`config.mk`:
```
export PLATFORM = sky130hd
export DESIGN_NAME = deint_out_seq
export DESIGN_NICKNAME = d
export VERILOG_FILES = /design/src/rtl/deint_out_pkg.sv /design/src/rtl/deint_frame_decim.sv /design/src/rtl/deint_line_gate.sv /design/src/rtl/deint_pix_scan.sv /design/src/rtl/deint_out_seq.sv
export SDC_FILE = /design/constraint.sdc
export NUM_CORES = 1
export LEC_CHECK = 0
export BUFFER_PORTS_ARGS = -buffer_cell sky130_fd_sc_hd__buf_2
export CAP_MARGIN = 5
export CORE_ASPECT_RATIO = 1.25
export CORE_MARGIN = 2
export CORE_UTILIZATION = 45
export CTS_BUF_LIST = sky130_fd_sc_hd__clkbuf_16
export DETAILED_ROUTE_END_ITERATION = 7
export PLACE_DENSITY = 0.75
export SLEW_MARGIN = 20
export SYNTH_ARGS = -nofsm -noshare
export SYNTH_HDL_FRONTEND = slang
export SYNTH_SLANG_ARGS = --single-unit
```
`constraint.sdc`:
```
create_clock -name clk_i -period 3.77 [get_ports clk_i]
set_clock_uncertainty 0.05 [all_clocks]
set_input_delay 0.377 -clock clk_i [delete_from_list [all_inputs] [get_ports clk_i]]
set_output_delay 0.377 -clock clk_i [all_outputs]
set_load 0.01 [all_outputs]
```
`src/rtl/deint_out_pkg.sv`:
```
package deint_out_pkg;

  typedef enum logic [1:0] {
    RATE_FULL    = 2'd0,
    RATE_HALF    = 2'd1,
    RATE_QUARTER = 2'd2,
    RATE_EIGHTH  = 2'd3
  } rate_e;

  // frames kept when (count & mask) == 0
  function automatic logic [2:0] rate_mask(input logic [1:0] code);
    logic [3:0] one_hot;
    one_hot = 4'd1 << code;
    return 3'(one_hot - 4'd1);
  endfunction

endpackage

```
`src/rtl/deint_frame_decim.sv`:
```
module deint_frame_decim
  import deint_out_pkg::*;
(
  input  logic       clk_i,
  input  logic       rst_ni,
  input  logic       field_start_i,
  input  logic [1:0] rate_i,
  output logic       keep_o,
  output logic [1:0] rate_o
);

  logic [2:0] fcnt_q;
  logic       keep_q;
  logic [1:0] rate_q;

  always_ff @(posedge clk_i or negedge rst_ni) begin
    if (!rst_ni) begin
      fcnt_q <= '0;
      keep_q <= 1'b0;
      rate_q <= RATE_FULL;
    end else if (field_start_i) begin
      rate_q <= rate_i;
      keep_q <= (fcnt_q & rate_mask(rate_i)) == 3'd0;
      fcnt_q <= fcnt_q + 3'd1;
    end
  end

  assign keep_o = keep_q;
  assign rate_o = rate_q;

endmodule

```
`src/rtl/deint_line_gate.sv`:
```
module deint_line_gate #(
  parameter int LINES  = 576,
  parameter int LCNT_W = $clog2(LINES + 1)
) (
  input  logic              clk_i,
  input  logic              rst_ni,
  input  logic              field_start_i,
  input  logic              line_ready_i,
  input  logic              start_i,
  output logic              start_ok_o,
  output logic [LCNT_W-1:0] line_idx_o
);

  localparam logic [LCNT_W:0] LinesX = (LCNT_W + 1)'(LINES);

  logic [LCNT_W-1:0] wcnt_q, ecnt_q;
  logic [LCNT_W:0]   ahead_w, need_w;

  always_ff @(posedge clk_i or negedge rst_ni) begin
    if (!rst_ni) begin
      wcnt_q <= '0;
      ecnt_q <= '0;
    end else if (field_start_i) begin
      wcnt_q <= '0;
      ecnt_q <= '0;
    end else begin
      if (line_ready_i && (wcnt_q != LCNT_W'(LINES))) wcnt_q <= wcnt_q + 1'b1;
      if (start_i) ecnt_q <= ecnt_q + 1'b1;
    end
  end

  // line n needs n+2 lines written, or the whole frame near its end
  assign ahead_w    = {1'b0, ecnt_q} + (LCNT_W + 1)'(2);
  assign need_w     = (ahead_w > LinesX) ? LinesX : ahead_w;
  assign start_ok_o = ({1'b0, ecnt_q} < LinesX) && ({1'b0, wcnt_q} >= need_w);
  assign line_idx_o = ecnt_q;

endmodule

```
`src/rtl/deint_pix_scan.sv`:
```
module deint_pix_scan #(
  parameter int PIX       = 720,
  parameter int BUF_LINES = 4,
  parameter int LCNT_W    = 10,
  parameter int PIX_W     = $clog2(PIX),
  parameter int SLOT_W    = $clog2(BUF_LINES)
) (
  input  logic                    clk_i,
  input  logic                    rst_ni,
  input  logic                    field_start_i,
  input  logic                    keep_i,
  input  logic                    start_ok_i,
  input  logic [LCNT_W-1:0]       line_idx_i,
  output logic                    start_o,
  output logic                    rd_en_o,
  output logic [SLOT_W+PIX_W-1:0] rd_addr_o,
  output logic                    y_valid_o,
  output logic                    c_valid_o,
  output logic                    sof_o,
  output logic                    eol_o
);

  localparam logic [PIX_W-1:0] LastPix = PIX_W'(PIX - 1);

  logic              busy_q;
  logic [PIX_W-1:0]  pix_q;
  logic [LCNT_W-1:0] line_q;
  logic              yv_q, cv_q, sof_q, eol_q;

  assign start_o = !busy_q && keep_i && start_ok_i && !field_start_i;

  always_ff @(posedge clk_i or negedge rst_ni) begin
    if (!rst_ni) begin
      busy_q <= 1'b0;
      pix_q  <= '0;
      line_q <= '0;
    end else if (field_start_i) begin
      busy_q <= 1'b0;
    end else if (start_o) begin
      busy_q <= 1'b1;
      pix_q  <= '0;
      line_q <= line_idx_i;
    end else if (busy_q) begin
      if (pix_q == LastPix) busy_q <= 1'b0;
      else                  pix_q  <= pix_q + 1'b1;
    end
  end

  // strobes line up with the one-cycle buffer read latency
  always_ff @(posedge clk_i or negedge rst_ni) begin
    if (!rst_ni) begin
      yv_q  <= 1'b0;
      cv_q  <= 1'b0;
      sof_q <= 1'b0;
      eol_q <= 1'b0;
    end else begin
      yv_q  <= busy_q;
      cv_q  <= busy_q && !line_q[0] && !pix_q[0];
      sof_q <= busy_q && (line_q == '0) && (pix_q == '0);
      eol_q <= busy_q && (pix_q == LastPix);
    end
  end

  assign rd_en_o   = busy_q;
  assign rd_addr_o = {line_q[SLOT_W-1:0], pix_q};
  assign y_valid_o = yv_q;
  assign c_valid_o = cv_q;
  assign sof_o     = sof_q;
  assign eol_o     = eol_q;

endmodule

```
`src/rtl/deint_out_seq.sv`:
```
module deint_out_seq #(
  parameter int Y_W       = 8,
  parameter int C_W       = 16,
  parameter int PIX       = 720,
  parameter int LINES     = 576,
  parameter int BUF_LINES = 4,
  parameter int PIX_W     = $clog2(PIX),
  parameter int SLOT_W    = $clog2(BUF_LINES),
  parameter int ADDR_W    = SLOT_W + PIX_W
) (
  input  logic              clk_i,
  input  logic              rst_ni,
  input  logic [1:0]        rate_i,
  input  logic              field_start_i,
  input  logic              line_ready_i,
  output logic              rd_en_o,
  output logic [ADDR_W-1:0] rd_addr_o,
  input  logic [Y_W-1:0]    rd_y_i,
  input  logic [C_W-1:0]    rd_c_i,
  output logic [Y_W-1:0]    y_o,
  output logic              y_valid_o,
  output logic [C_W-1:0]    c_o,
  output logic              c_valid_o,
  output logic              sof_o,
  output logic              eol_o
);

  localparam int LcntW = $clog2(LINES + 1);

  logic             keep_w;
  logic [1:0]       rate_w;
  logic             start_ok_w, start_w;
  logic [LcntW-1:0] line_idx_w;

  deint_frame_decim u_decim (
    .clk_i        (clk_i),
    .rst_ni       (rst_ni),
    .field_start_i(field_start_i),
    .rate_i       (rate_i),
    .keep_o       (keep_w),
    .rate_o       (rate_w)
  );

  deint_line_gate #(
    .LINES (LINES),
    .LCNT_W(LcntW)
  ) u_gate (
    .clk_i        (clk_i),
    .rst_ni       (rst_ni),
    .field_start_i(field_start_i),
    .line_ready_i (line_ready_i),
    .start_i      (start_w),
    .start_ok_o   (start_ok_w),
    .line_idx_o   (line_idx_w)
  );

  deint_pix_scan #(
    .PIX      (PIX),
    .BUF_LINES(BUF_LINES),
    .LCNT_W   (LcntW),
    .PIX_W    (PIX_W),
    .SLOT_W   (SLOT_W)
  ) u_scan (
    .clk_i        (clk_i),
    .rst_ni       (rst_ni),
    .field_start_i(field_start_i),
    .keep_i       (keep_w),
    .start_ok_i   (start_ok_w),
    .line_idx_i   (line_idx_w),
    .start_o      (start_w),
    .rd_en_o      (rd_en_o),
    .rd_addr_o    (rd_addr_o),
    .y_valid_o    (y_valid_o),
    .c_valid_o    (c_valid_o),
    .sof_o        (sof_o),
    .eol_o        (eol_o)
  );

  // buffer read data is registered at the buffer; forward it
  assign y_o = rd_y_i;
  assign c_o = rd_c_i;

endmodule

```
## Yosys cells after proc, flatten, opt, wreduce, memory -nomap -nowiden

Index checks and enable logic that the tools add are counted.

| word-level totals | value |
|---|---|
| flip-flop bits (word level) | 49 |
| word-level logic and storage cells | 60 |
| bits of input ports | 30 |

| cells by class | value |
|---|---|
| shifts and indexed selects | 1 |
| order comparisons | 3 |
| multiplexer cells | 12 |
| bitwise operators | 2 |
| add/sub/neg operators | 6 |
| equal/unequal tests | 3 |
| reductions and logical operators | 22 |

Operators with widths:

| cell | count |
|---|---|
| $mux 10 | 7 |
| $add 10x1->10 const B | 3 |
| $logic_not 10->1 | 2 |
| $add 10x2->11 const B | 1 |
| $ge 10x11->1 | 1 |
| $gt 11x10->1 const B | 1 |
| $mux 11 | 1 |
| $eq 10x10->1 const B | 1 |
| $logic_and 1x1->1 | 10 |
| $lt 10x10->1 const B | 1 |
| $ne 10x10->1 const B | 1 |
| $reduce_bool 2->1 | 3 |
| $logic_not 1->1 | 4 |
| $mux 1 | 4 |
| $add 3x1->3 const B | 1 |
| $and 3x3->3 | 1 |
| $logic_not 3->1 | 1 |
| $reduce_and 3->1 | 1 |
| $shl 1x2->3 const A | 1 |
| $sub 3x1->3 const B | 1 |
| $ne 2x2->1 const B | 1 |
| $reduce_and 2->1 | 1 |
| $not 1->1 | 1 |

## Depth between registers and ports, before layout

| logic depth | value |
|---|---|
| depth after elaboration | 9 |
| depth in mapped cells | 13 |

## Cells and area by module

A second synthesis with hierarchy kept.

| second synthesis, totals | value |
|---|---|
| cells, all modules | 309 |
| area total of the unflattened synthesis | 3108.0 µm² |

By module, submodules not included:

| module | cells each | times used | area an instance (µm²) |
|---|---|---|---|
| deint_line_gate | 171 | 1 | 1527.7 |
| deint_pix_scan | 95 | 1 | 1138.6 |
| deint_frame_decim | 19 | 1 | 261.5 |
| deint_out_seq | 24 | 1 | 180.2 |

## Least setup slack after synthesis

No wires, ideal clock.

| timing | value |
|---|---|
| kind | register -> register |
| start point | register u_gate.ecnt_q[5], in the netlist u_gate.line_idx_o[5] |
| end point | register u_gate.ecnt_q[0], in the netlist u_gate.line_idx_o[0] |
| path buffers | 1 |
| clock period less this slack | 3.310 ns |
| arrival time | 3.135 ns |
| data required time | 3.595 ns |
| library setup time | 0.125 ns |
| cell stages (with the launch flop) | 13 |
| path slack | 0.460 ns |
| path through | dfrtp_1 > clkbuf_1 > nand3_1 > or4_1 > o211ai_1 > a21oi_1 > or2_2 > ha_1 > nand2_1 > o21ai_0 > a21oi_1 > o21a_1 > mux2_2 |

| on the way | value |
|---|---|
| word-level cells in the longest chain between the ends | 8 |
| elaborated cells between the ends (all ways) | 9 |
| those cells by class | add/sub: 1; order compare: 3; mux: 1; reduce/logical: 4 |

Ends and longest elaborated chain:

| item | RTL line | RTL |
|---|---|---|
| start: declaration | deint_line_gate.sv:16 | `logic [LCNT_W-1:0] wcnt_q, ecnt_q;` |
| start signal: assignment | deint_line_gate.sv:28 | `if (start_i) ecnt_q <= ecnt_q + 1'b1;` |
| $add 10x2->11 | deint_line_gate.sv:33 | `assign ahead_w = {1'b0, ecnt_q} + (LCNT_W + 1)'(2);` |
| $gt 11x10->1 | deint_line_gate.sv:34 | `assign need_w = (ahead_w > LinesX) ? LinesX : ahead_w;` |
| $mux 11 | deint_line_gate.sv:34 |  |
| $ge 10x11->1 | deint_line_gate.sv:35 | `assign start_ok_o = ({1'b0, ecnt_q} < LinesX) && ({1'b0, wcnt_q} >= need_w);` |
| $logic_and 1x1->1 * | deint_line_gate.sv:35 |  |
| $logic_and 1x1->1 * (2 in series) | deint_pix_scan.sv:30 | `assign start_o = !busy_q && keep_i && start_ok_i && !field_start_i;` |
| $reduce_bool 2->1 (no line) * | n/a |  |

Mark *: on every way between the ends. The rest lies on a longest branch, timed or not.
A chain may end at the register's enable or synchronous reset.

## Final worst setup path

| timing | value |
|---|---|
| start point | register u_gate.ecnt_q[1], in the netlist u_gate.line_idx_o[1] |
| end point | register u_scan.line_q[3] |

| on the way | value |
|---|---|
| word-level cells in the longest chain between the ends | 8 |
| elaborated cells between the ends (all ways) | 9 |
| those cells by class | add/sub: 1; order compare: 3; mux: 1; reduce/logical: 4 |

Ends and longest elaborated chain:

| item | RTL line | RTL |
|---|---|---|
| $add 10x2->11 | deint_line_gate.sv:33 |  |
| $gt 11x10->1 | deint_line_gate.sv:34 |  |
| $mux 11 | deint_line_gate.sv:34 |  |
| $ge 10x11->1 | deint_line_gate.sv:35 |  |
| $logic_and 1x1->1 * | deint_line_gate.sv:35 |  |
| $logic_and 1x1->1 * (2 in series) | deint_pix_scan.sv:30 |  |
| $reduce_and 2->1 (no line) * | n/a |  |
| end signal: assignment | deint_pix_scan.sv:42 | `line_q <= line_idx_i;` |
| end: declaration | deint_pix_scan.sv:27 | `logic [LCNT_W-1:0] line_q;` |

Marks and branches as above.

==> results_dict.tcl <==
set metrics [dict create \
    drt_iter0_drc 150 \
    hold_viol_final 0 \
    top_level_ports 71 \
    cts_resized 0 \
    netlist_area_um2 3220 \
    fp.dieH_um 98.5 \
    routed_wl_mm 6.67 \
    post_dp_cell_area_um2 3280 \
    fin_ws_ns 0.206 \
    antenna_found_initial 0 \
    overflow 0 \
    cts_buffers 5 \
    power_mw 1.27 \
    final-setup-viol-count 0 \
    dpl.hpwl_mm 4.81 \
    register_area_um2 1230 \
    async_reset_ff_share_pct 100 \
    wl_met1_mm 2.68 \
    clock-sinks 49 \
    syn_inst 349 \
    antenna_left 0 \
    crit_type "flip-flop to flip-flop" \
    cts_setup_buffers 0 \
    synth_area_leaders "dfrtp_1 (38%), ha_1 (7.0%), buf_4 (6.3%)" \
    syn2layout_area_growth_pct 6.85 \
    yosysWarnings 0 \
    drtPass1Iterations 4 \
    grt_pass1_vias 2347 \
    routed-wl-met2_mm 3.37 \
    portBuffers 22 \
    worst_slew_pin_slew_ns 0.646 \
    fin_setup_tns_ns 0 \
    final_area_um2 3440 \
    synth_ff_type "dfrtp_1" \
    ys_types 47 \
    dieArea_um2 7840 \
    drive_above_1_share_pct 16.8 \
    routed.top_layer "met4" \
    critPathCaptureType "flip-flop" \
    p_leak_nw 1.60 \
    synth-edff-count 0 \
    grtUsageTotal_pct 17.5 \
    fp.dieW_um 79.6 \
    synth_area_leader_cell "dfrtp_1" \
    maxCapViolCount 0 \
    nets 399 \
    vdd_ir_drop_max_v 0.000234 \
    status "completed" \
    p_comb_share_pct 16.6 \
    cts_tree "built" \
    seq_power_share_pct 47.7 \
    p_switching_mw 0.360 \
    dr_wl_met3_um 299 \
    cp-start-kind "flip-flop" \
    drv_slew 0 \
    critPathSlowestCell "or4_1" \
    path_max_fanout 16 \
    p_int_mw 0.910 \
    n_fill_cell 637 \
    drc 0 \
    cts.htree.levels 2 \
    crit_buf_inv 2 \
    synth.top_cell.area_share_pct 38.1 \
    initial_core_util_pct 46.4 \
    layout_min_cycle_time_ns 3.56 \
    seq_area_frac_synth_pct 38.1 \
    coreArea_um2 6930 \
    vias 2534 \
    relSlewSlack_pct 56.8 \
    critical_path.top_delay_family "simple AND/OR/NAND/NOR gates" \
    gp_congestion 0.918 \
    ys_ff_latch 49 \
    post-route-period-util_pct 94.5 \
    cp.required_ns 3.89 \
    arrival_ns 3.68 \
    syn_area_per_cell_um2 9.21 \
    power_frac_clock_pct 35.8 \
    clkTransAtPathRegs_ns 0.07 \
    cp_cell_sequence "ha_1 > nand2_1 > or4_1 > o211ai_1 > a21oi_1 > or2_2 > ha_1 > nand2_1 > o21ai_0 > a21oi_1 > buf_4 > o31ai_4 > buf_6 > mux2_1" \
    pwr_density_cell_nw_per_um2 370 \
    cts-root-buf "clkbuf_16" \
    viasPerCell 5.73 \
    synth_nets 397 \
    reg2reg_slack_ns 0.21 \
    max_stage_delay_ns 0.49 \
    clock.fmax_ghz 0.281 \
    rows 34 \
    hold_class "input port to async pin" \
    num_antenna_cells 0 \
    grt_max_degree 50 \
    multi_input_area_um2 1700 \
    cts_hold_buffers 0 \
    grt_pass1_wl_mm 11.1 \
    switching_share_pct 28.4 \
    clkLatencyLatePin_ns 0.29 \
    wl_per_cell_um 15.1 \
    cts_buffer_depth 2 \
    preCtsSetupSlack_ns 0.127 \
]
==> cells in the mapped netlist, drive strengths merged, types with 8 or more instances <==
| master | number |
|---|---|
| mux2 | 19 |
| a21oi | 9 |
| ha | 18 |
| dfrtp | 49 |
| buf | 32 |
| nor2 | 35 |
| nand2 | 33 |
| xor2 | 8 |
| nor3 | 8 |
| inv | 10 |
| xnor2 | 12 |
| nand3 | 23 |
| nor2b | 10 |
| o21ai | 15 |
==> stage by stage <==
step | hold WS, ns | utilization (%) | instances
after floorplan | 0.0314 | - | 349
after detailed placement | 0.418 | 47.2 | 434
after global routing | 0.100 | 49.5 | 442
after CTS | 0.278 | 49.4 | 442
final | 0.0519 | 49.5 | 442
after global placement | 0.412 | 47.2 | 434
==> state kept, by name, indices dropped and copies added, names as in the netlist <==
signal,cells
u_scan.pix_q,10
u_gate.wcnt_q,10
u_decim.keep_o,1
u_scan.eol_o,1
u_scan.rd_en_o,1
u_gate.line_idx_o,10
u_scan.y_valid_o,1
u_scan.sof_o,1
u_scan.c_valid_o,1
u_decim.fcnt_q,3
u_scan.line_q,10
==> placed cells by master (no fill, tap or decap), types with 3 or more instances in the layout <==
| master | n |
|---|---|
| a21oi_1 | 9 |
| o211ai_1 | 4 |
| nor3_1 | 8 |
| nand4_1 | 4 |
| and3_1 | 6 |
| mux2i_1 | 3 |
| nor4_1 | 4 |
| mux2_1 | 11 |
| nor2_1 | 35 |
| ha_1 | 18 |
| clkbuf_16 | 5 |
| o22ai_1 | 3 |
| inv_1 | 10 |
| buf_4 | 12 |
| xnor2_1 | 12 |
| nand2b_1 | 6 |
| dfrtp_1 | 47 |
| or3_1 | 3 |
| mux2_2 | 8 |
| xor2_1 | 8 |
| nand3b_1 | 4 |
| o21ai_0 | 15 |
| buf_2 | 21 |
| nand2_1 | 33 |
| nand3_1 | 23 |
| nor2b_1 | 10 |
==> worst reg2reg max path: stages, from the launching register on <==
cell      delay [ns]
dfrtp_2         0.45
ha_1            0.23
nand2_1         0.10
or4_1           0.49
o211ai_1        0.13
a21oi_1         0.17
or2_2           0.31
ha_1            0.28
nand2_1         0.04
o21ai_0         0.16
a21oi_1         0.09
buf_4           0.17
o31ai_4         0.22
buf_6           0.21
mux2_1          0.34
==> power groups by stage <==
| stage | Combinational [mW] | Sequential (mW) | Clock, mW |
|---|---|---|---|
| after CTS | 0.212 | 0.605 | 0.464 |
| after detailed placement | 0.212 | 0.615 | 0 |
| after global placement | 0.202 | 0.613 | 0 |
| after floorplan | 0.160 | 0.615 | 0 |
| after global routing | 0.243 | 0.612 | 0.488 |
| final | 0.211 | 0.605 | 0.454 |
==> routing by layer <==
metal  vias to the layer above  GRT usage, %
met2                        84          28.8
met3                        32          3.57
met1                      1225          20.9
met5                         -             0
met4                         0          10.1
li1                       1193             -
==> path summary, 6_finish.rpt <==
| check | endpoint | startpoint | cells after the start |
|---|---|---|---|
| min | u_gate.wcnt_q[6] | rst_ni | 1 |
| max in group asynchronous | u_gate.line_idx_o[2] | rst_ni | 1 |
| min in group clk_i | u_decim.keep_o | rate_i[0] | 4 |
| max | u_scan.line_q[3] | u_gate.line_idx_o[1] | 14 |
| max reg2reg | u_scan.line_q[3] | u_gate.line_idx_o[1] | 14 |
| min reg2reg | u_decim.fcnt_q[2] | u_decim.fcnt_q[2] | 1 |
==> logic make-up after synthesis <==
group	count (synthesis)	share of synthesized area, %
AO/OA/AOI/OAI	44	9.81
XOR/XNOR	20	5.45
adder cells (fa/ha/maj)	18	7.00
buffers and inverters	49	9.03
flip-flops	49	38.1
multiplexers	22	7.59
AND/OR/NAND/NOR	147	23.0
==> area by class of cell <==
| class | instances | share of cell area [%] |
|---|---|---|
| repair buffers | 34 | 6.01 |
| well taps | 90 | 3.28 |
| inverters | 10 | 1.09 |
| flip-flops and latches | 49 | 35.8 |
| clock inverters | 3 | 0.765 |
| multi-input cells | 251 | 49.5 |
| clock buffers | 5 | 3.64 |
No activity file was read; power rests on OpenSTA's default activity.
